File: src/rtl/apm_pkg.sv
package apm_pkg;
  localparam int unsigned ADDR_W = 64;
  localparam int unsigned NARROW_W = 32;

  typedef enum logic [1:0] {
    RGN_MEM  = 2'd0,
    RGN_IO   = 2'd1,
    RGN_FW   = 2'd2,
    RGN_WIDE = 2'd3
  } apm_region_e;

  localparam logic [2:0] PERM_ALL  = 3'b111;
  localparam logic [2:0] PERM_NONE = 3'b000;
endpackage

File: src/rtl/apm_rst_sync.sv
module apm_rst_sync #(
  parameter int unsigned STAGES = 2
) (
  input  logic clk,
  input  logic rst_n,
  output logic rst_sync_n
);
  logic [STAGES-1:0] chain_q;
  logic [STAGES-1:0] chain_d;

  always_comb begin
    chain_d = {chain_q[STAGES-2:0], 1'b1};
  end

  always_ff @(posedge clk or negedge rst_n) begin
    if (!rst_n) chain_q <= '0;
    else        chain_q <= chain_d;
  end

  assign rst_sync_n = chain_q[STAGES-1];
endmodule

File: src/rtl/apm_classify.sv
module apm_classify
  import apm_pkg::*;
(
  input  logic [7:0]  top_byte,
  input  logic        wide,
  input  logic        legacy,
  output apm_region_e region
);
  logic hi_nib_ones;
  logic sub_nib_zero;

  always_comb begin
    hi_nib_ones  = (top_byte[7:4] == 4'hF);
    sub_nib_zero = (top_byte[3:0] == 4'h0);
    if (wide)              region = RGN_WIDE;
    else if (legacy)       region = RGN_MEM;
    else if (!hi_nib_ones) region = RGN_MEM;
    else if (!sub_nib_zero) region = RGN_IO;
    else                   region = RGN_FW;
  end
endmodule

File: src/rtl/apm_extend.sv
module apm_extend
  import apm_pkg::*;
#(
  parameter int unsigned PA_W = 40
) (
  input  logic [ADDR_W-1:0] addr,
  input  apm_region_e       region,
  output logic [ADDR_W-1:0] paddr
);
  localparam int unsigned FW_LSB  = PA_W - 4;
  localparam int unsigned WIDE_HI = ADDR_W - PA_W;
  localparam int unsigned FW_ONES = ADDR_W - FW_LSB;
  localparam int unsigned FW_GAP  = FW_LSB - 24;

  logic [ADDR_W-1:0] wide_ext;
  logic [ADDR_W-1:0] mem_ext;
  logic [ADDR_W-1:0] io_ext;
  logic [ADDR_W-1:0] fw_ext;

  always_comb begin
    wide_ext = {{WIDE_HI{addr[PA_W-1]}}, addr[PA_W-1:0]};
    mem_ext  = {{(ADDR_W-NARROW_W){1'b0}}, addr[NARROW_W-1:0]};
    io_ext   = {{(ADDR_W-NARROW_W){addr[NARROW_W-1]}}, addr[NARROW_W-1:0]};
    fw_ext   = {{FW_ONES{1'b1}}, {FW_GAP{1'b0}}, addr[23:0]};
    unique case (region)
      RGN_WIDE: paddr = wide_ext;
      RGN_IO:   paddr = io_ext;
      RGN_FW:   paddr = fw_ext;
      default:  paddr = mem_ext;
    endcase
  end
endmodule

File: src/rtl/abs_phys_mapper.sv
module abs_phys_mapper
  import apm_pkg::*;
#(
  parameter int unsigned PA_W = 40
) (
  input  logic        clk,
  input  logic        rst_n,
  input  logic        in_valid,
  input  logic [63:0] in_addr,
  input  logic        in_wide,
  input  logic        in_legacy,
  output logic        out_valid,
  output logic [63:0] out_paddr,
  output logic [1:0]  out_region,
  output logic [2:0]  out_perm
);
  localparam int unsigned FW_LSB = PA_W - 4;

  generate
    if (PA_W > 54 || PA_W < 29) begin : g_bad_width
      $error("abs_phys_mapper: PA_W must lie in 29..54");
    end
  endgenerate

  logic              rst_q;
  apm_region_e       region_d;
  logic [ADDR_W-1:0] paddr_d;

  logic              valid_q,  valid_d;
  logic [ADDR_W-1:0] paddr_q,  paddr_n;
  logic [1:0]        region_q, region_n;
  logic [2:0]        perm_q,   perm_d;
  logic              cap_en;

  apm_rst_sync #(.STAGES(2)) u_rst_sync (
    .clk        (clk),
    .rst_n      (rst_n),
    .rst_sync_n (rst_q)
  );

  apm_classify u_classify (
    .top_byte (in_addr[31:24]),
    .wide     (in_wide),
    .legacy   (in_legacy),
    .region   (region_d)
  );

  apm_extend #(.PA_W(PA_W)) u_extend (
    .addr   (in_addr),
    .region (region_d),
    .paddr  (paddr_d)
  );

  always_comb begin
    cap_en   = in_valid;
    valid_d  = in_valid;
    perm_d   = in_valid ? PERM_ALL : PERM_NONE;
    paddr_n  = cap_en ? paddr_d : paddr_q;
    region_n = cap_en ? region_d : region_q;
  end

  always_ff @(posedge clk or negedge rst_q) begin
    if (!rst_q) begin
      valid_q  <= 1'b0;
      perm_q   <= PERM_NONE;
      paddr_q  <= '0;
      region_q <= RGN_MEM;
    end else begin
      valid_q  <= valid_d;
      perm_q   <= perm_d;
      paddr_q  <= paddr_n;
      region_q <= region_n;
    end
  end

  assign out_valid  = valid_q;
  assign out_paddr  = paddr_q;
  assign out_region = region_q;
  assign out_perm   = perm_q;

  p_latency_r6: assert property (@(posedge clk) disable iff (!rst_q)
    in_valid |=> out_valid);
  p_idle_r6: assert property (@(posedge clk) disable iff (!rst_q)
    !in_valid |=> !out_valid);
  p_perm_on_r7: assert property (@(posedge clk) disable iff (!rst_q)
    out_valid |-> out_perm == PERM_ALL);
  p_perm_off_r7: assert property (@(posedge clk) disable iff (!rst_q)
    !out_valid |-> out_perm == PERM_NONE);
  p_hold_r8: assert property (@(posedge clk) disable iff (!rst_q)
    !in_valid |=> ($stable(out_paddr) && $stable(out_region)));
  p_mem_zero_r2: assert property (@(posedge clk) disable iff (!rst_q)
    (out_valid && out_region == RGN_MEM) |-> out_paddr[63:32] == 32'h0);
  p_io_sign_r3: assert property (@(posedge clk) disable iff (!rst_q)
    (out_valid && out_region == RGN_IO) |-> (&out_paddr[63:31]));
  p_fw_place_r4: assert property (@(posedge clk) disable iff (!rst_q)
    (out_valid && out_region == RGN_FW) |->
      ((&out_paddr[63:FW_LSB]) && out_paddr[FW_LSB-1:24] == '0));
  p_wide_sign_r1: assert property (@(posedge clk) disable iff (!rst_q)
    (out_valid && out_region == RGN_WIDE) |->
      ((&out_paddr[63:PA_W-1]) || !(|out_paddr[63:PA_W-1])));
  p_legacy_mem_r5: assert property (@(posedge clk) disable iff (!rst_q)
    (in_valid && !in_wide && in_legacy) |=> out_region == RGN_MEM);
  p_wide_tag_r1: assert property (@(posedge clk) disable iff (!rst_q)
    (in_valid && in_wide) |=> out_region == RGN_WIDE);
endmodule

File: config.mk
export PLATFORM = sky130hd
export DESIGN_NAME = abs_phys_mapper
export DESIGN_NICKNAME = d
export VERILOG_FILES = /design/src/rtl/apm_pkg.sv /design/src/rtl/apm_rst_sync.sv /design/src/rtl/apm_classify.sv /design/src/rtl/apm_extend.sv /design/src/rtl/abs_phys_mapper.sv
export SDC_FILE = /design/constraint.sdc
export NUM_CORES = 1
export LEC_CHECK = 0
export CAP_MARGIN = 20
export CELL_PAD_IN_SITES_DETAIL_PLACEMENT = 1
export CELL_PAD_IN_SITES_GLOBAL_PLACEMENT = 1
export CORE_ASPECT_RATIO = 1.2
export CORE_MARGIN = 2
export CORE_UTILIZATION = 27
export CTS_CLUSTER_DIAMETER = 60
export CTS_CLUSTER_SIZE = 14
export DETAILED_ROUTE_END_ITERATION = 6
export PLACE_DENSITY = 0.89
export SKIP_CTS_REPAIR_TIMING = 1
export SYNTH_ARGS = -nofsm -noshare
export SYNTH_HDL_FRONTEND = slang
export SYNTH_SLANG_ARGS = --single-unit
File: constraint.sdc
create_clock -name clk -period 3.4 [get_ports clk]
set_clock_uncertainty 0.2 [all_clocks]
set_input_delay 0.51 -clock clk [delete_from_list [all_inputs] [get_ports clk]]
set_output_delay 0.51 -clock clk [all_outputs]
set_load 0.05 [all_outputs]
==> results.cfg <==
[outcome]
run_status = finished, final reports clean

[setup_path]
cp.arrival_ps = 1960
path_max_fanout = 26
cp-startpoint = out_paddr[62]$_DFFE_PN0P_
cp_slowest_cell = clkdlybuf4s50_1
r2r_slack_ps = 2150
critPathBufInv = 1
crit_type = reg2out
worst-path-stages = 1
reg2reg_depth = 2
crit_required_ps = 2690
worstPathCellList = clkdlybuf4s50_1
r2r-start = out_paddr[62]$_DFFE_PN0P_
slowest_delay_ps = 930
end_kind = primary output
cp-endpoint = out_paddr[49]
worstSetupStartpointType = flop
r2r-end = out_paddr[62]$_DFFE_PN0P_
crit_family = buffers and inverters

[placement]
place_area_um2 = 2984
gp_congestion = 0.6529
hpwl_um = 3639
io_buffers = 114
preCtsSetupSlack_ps = 1004

[flow_run]
cap_violations = 0

[clock_tree]
clock_latency_ps = 280
clockBufferDepth = 2
cts_tree = done
root_buffer = clkbuf_8
numCtsBuffers = 5
h-tree-depth = 2
clock-sinks = 45
clk_pin_slew_ps = 90

[yosys]
syn_area_um2 = 1956
ys_types = 22
synthesis.nets = 215
ys_seq_area_frac = 0.5758
yosys_warnings = 0
synth.ff_latch_count = 45
syn_inst = 146
syn_avg_cell_area_um2 = 13.39

[sta]
tightest_slew_ps = 610.9
max_freq_mhz = 373.9
slew_viol_final = 0
fin_crit_ps = 2674
final_hold_viol_count = 0
slew_headroom = 0.5927
setup_viol = 0
setup_ws_ps = 725.6
finalSetupTns_ps = 0
rsz0062_at_grt = false
min_period_over_period = 0.7866

[floorplanning]
start_util = 0.2736
die_x_um = 81.69
rows = 34
die-area_um2 = 7943
core_um2 = 7147
die_h_um = 97.23
ios = 139

[pwr]
pwr-share-comb = 0.358
design_power_total_mw = 1.618
ir_worst_vdd_mv = 0.3369
p_clk_frac = 0.257
power_switching_uw = 576.8
powerDensity_nw_per_um2 = 518.4
power.leakage_nw = 1.279
p_seq_frac = 0.384
switching_share = 0.3566
power.internal_mw = 1.041

[global_route]
antenna_found_initial = 0
grt-ovfl-total = 0
grt_first_pass_wirelength_um = 7783
first_global_vias = 1639
grt_max_degree = 44
track_usage = 0.1249

[cells_and_area]
num-nets-final = 306
area_growth_pct = 59.56
design_area_um2 = 3120
layout_common_cells = clkdlybuf4s50_1, dfrtp_1, mux2_2, nand2_1, nor2_1
num_antenna_cells = 0
final_common_cell = clkdlybuf4s50_1
fillCellCount = 769
regArea_um2 = 1127
multiInputGateArea_um2 = 589.3
drive_above_1_share = 0.1891

[detailed_routing]
route.detailed.drc = 0
routed_via_density = 4.476
routed_wl_um = 4786
ant_nets = 0
avgRoutedWirePerCell_um = 14.59
vias = 1468
drtPass1Iterations = 4
drtIter0Drc = 20

[worst_hold_path]
hold_class = reg2async
## sequential cells by signal, summed over array words and instances, names as in the netlist
register / count
out_region: 2
out_paddr: 40
out_perm: 1
u_rst_sync.chain_q: 2
## metrics by stage
stage               std cells  hold slack [ps]  utilization
global route              328            48.95       0.4366
global placement          319            136.5       0.4175
finish                    328            14.07       0.4366
detailed placement        319            137.1       0.4175
CTS                       327            163.6       0.4338
floorplan                 146            14.41            -
## final cells by class
class | count | area share
timing repair buffer | 116 | 0.3729
clock inverter | 1 | 0.009623
sequential | 45 | 0.3613
tap | 90 | 0.03609
clock buffer | 7 | 0.02767
multi-input combinational | 66 | 0.1889
inverter | 3 | 0.003609
## layer usage
metal,routed length (um),up-vias,global-route usage
li1,-,655,-
met1,1730,730,0.1306
met2,2506,81,0.2264
met3,530,2,0.05112
met4,19,0,0.03077
met5,0,-,0
## logic make-up after synthesis
group / Yosys count / share of synthesized area
AO/OA/AOI/OAI: 11 / 0.04478
buffers and inverters: 35 / 0.1228
flip-flops: 45 / 0.5758
multiplexers: 31 / 0.1766
other: 1 / 0.001918
AND/OR/NAND/NOR: 23 / 0.07806
## how the worst min path moves through the flow
stage	to
after global placement	u_rst_sync.chain_q[1]$_DFF_PN0_
after global routing	out_paddr[62]$_DFFE_PN0P_
final	out_paddr[62]$_DFFE_PN0P_
after floorplan	u_rst_sync.chain_q[0]$_DFF_PN0_
after CTS	u_rst_sync.chain_q[0]$_DFF_PN0_
after detailed placement	u_rst_sync.chain_q[1]$_DFF_PN0_
## cell usage after synthesis
cell type | instances | share of area
dfrtp_1 | 45 | 0.58
nor4_1 | 1 | 0.0032
inv_1 | 3 | 0.0058
clkbuf_1 | 1 | 0.0019
nor4_4 | 1 | 0.011
mux2_2 | 28 | 0.16
buf_4 | 28 | 0.11
conb_1 | 1 | 0.0019
a21oi_1 | 1 | 0.0026
or4_4 | 1 | 0.0058
nand2b_1 | 1 | 0.0032
buf_2 | 3 | 0.0077
and2_1 | 1 | 0.0032
or2_2 | 2 | 0.0064
nor2_1 | 7 | 0.013
nand2_1 | 7 | 0.013
mux2i_1 | 3 | 0.015
a221o_1 | 4 | 0.020
nand4b_4 | 1 | 0.012
o221ai_1 | 2 | 0.0090
a31oi_1 | 4 | 0.013
nor4_2 | 1 | 0.0064
## power by group through the flow
| stage | sequential, mW | combinational, mW | clock (mW) |
|---|---|---|---|
| floorplan | 0.808 | 0.215 | 0 |
| global placement | 0.635 | 0.569 | 0 |
| detailed placement | 0.640 | 0.575 | 0 |
| CTS | 0.630 | 0.576 | 0.438 |
| global route | 0.631 | 0.605 | 0.455 |
| finish | 0.622 | 0.580 | 0.416 |
Note: power is estimated with default switching activity, not from simulation.
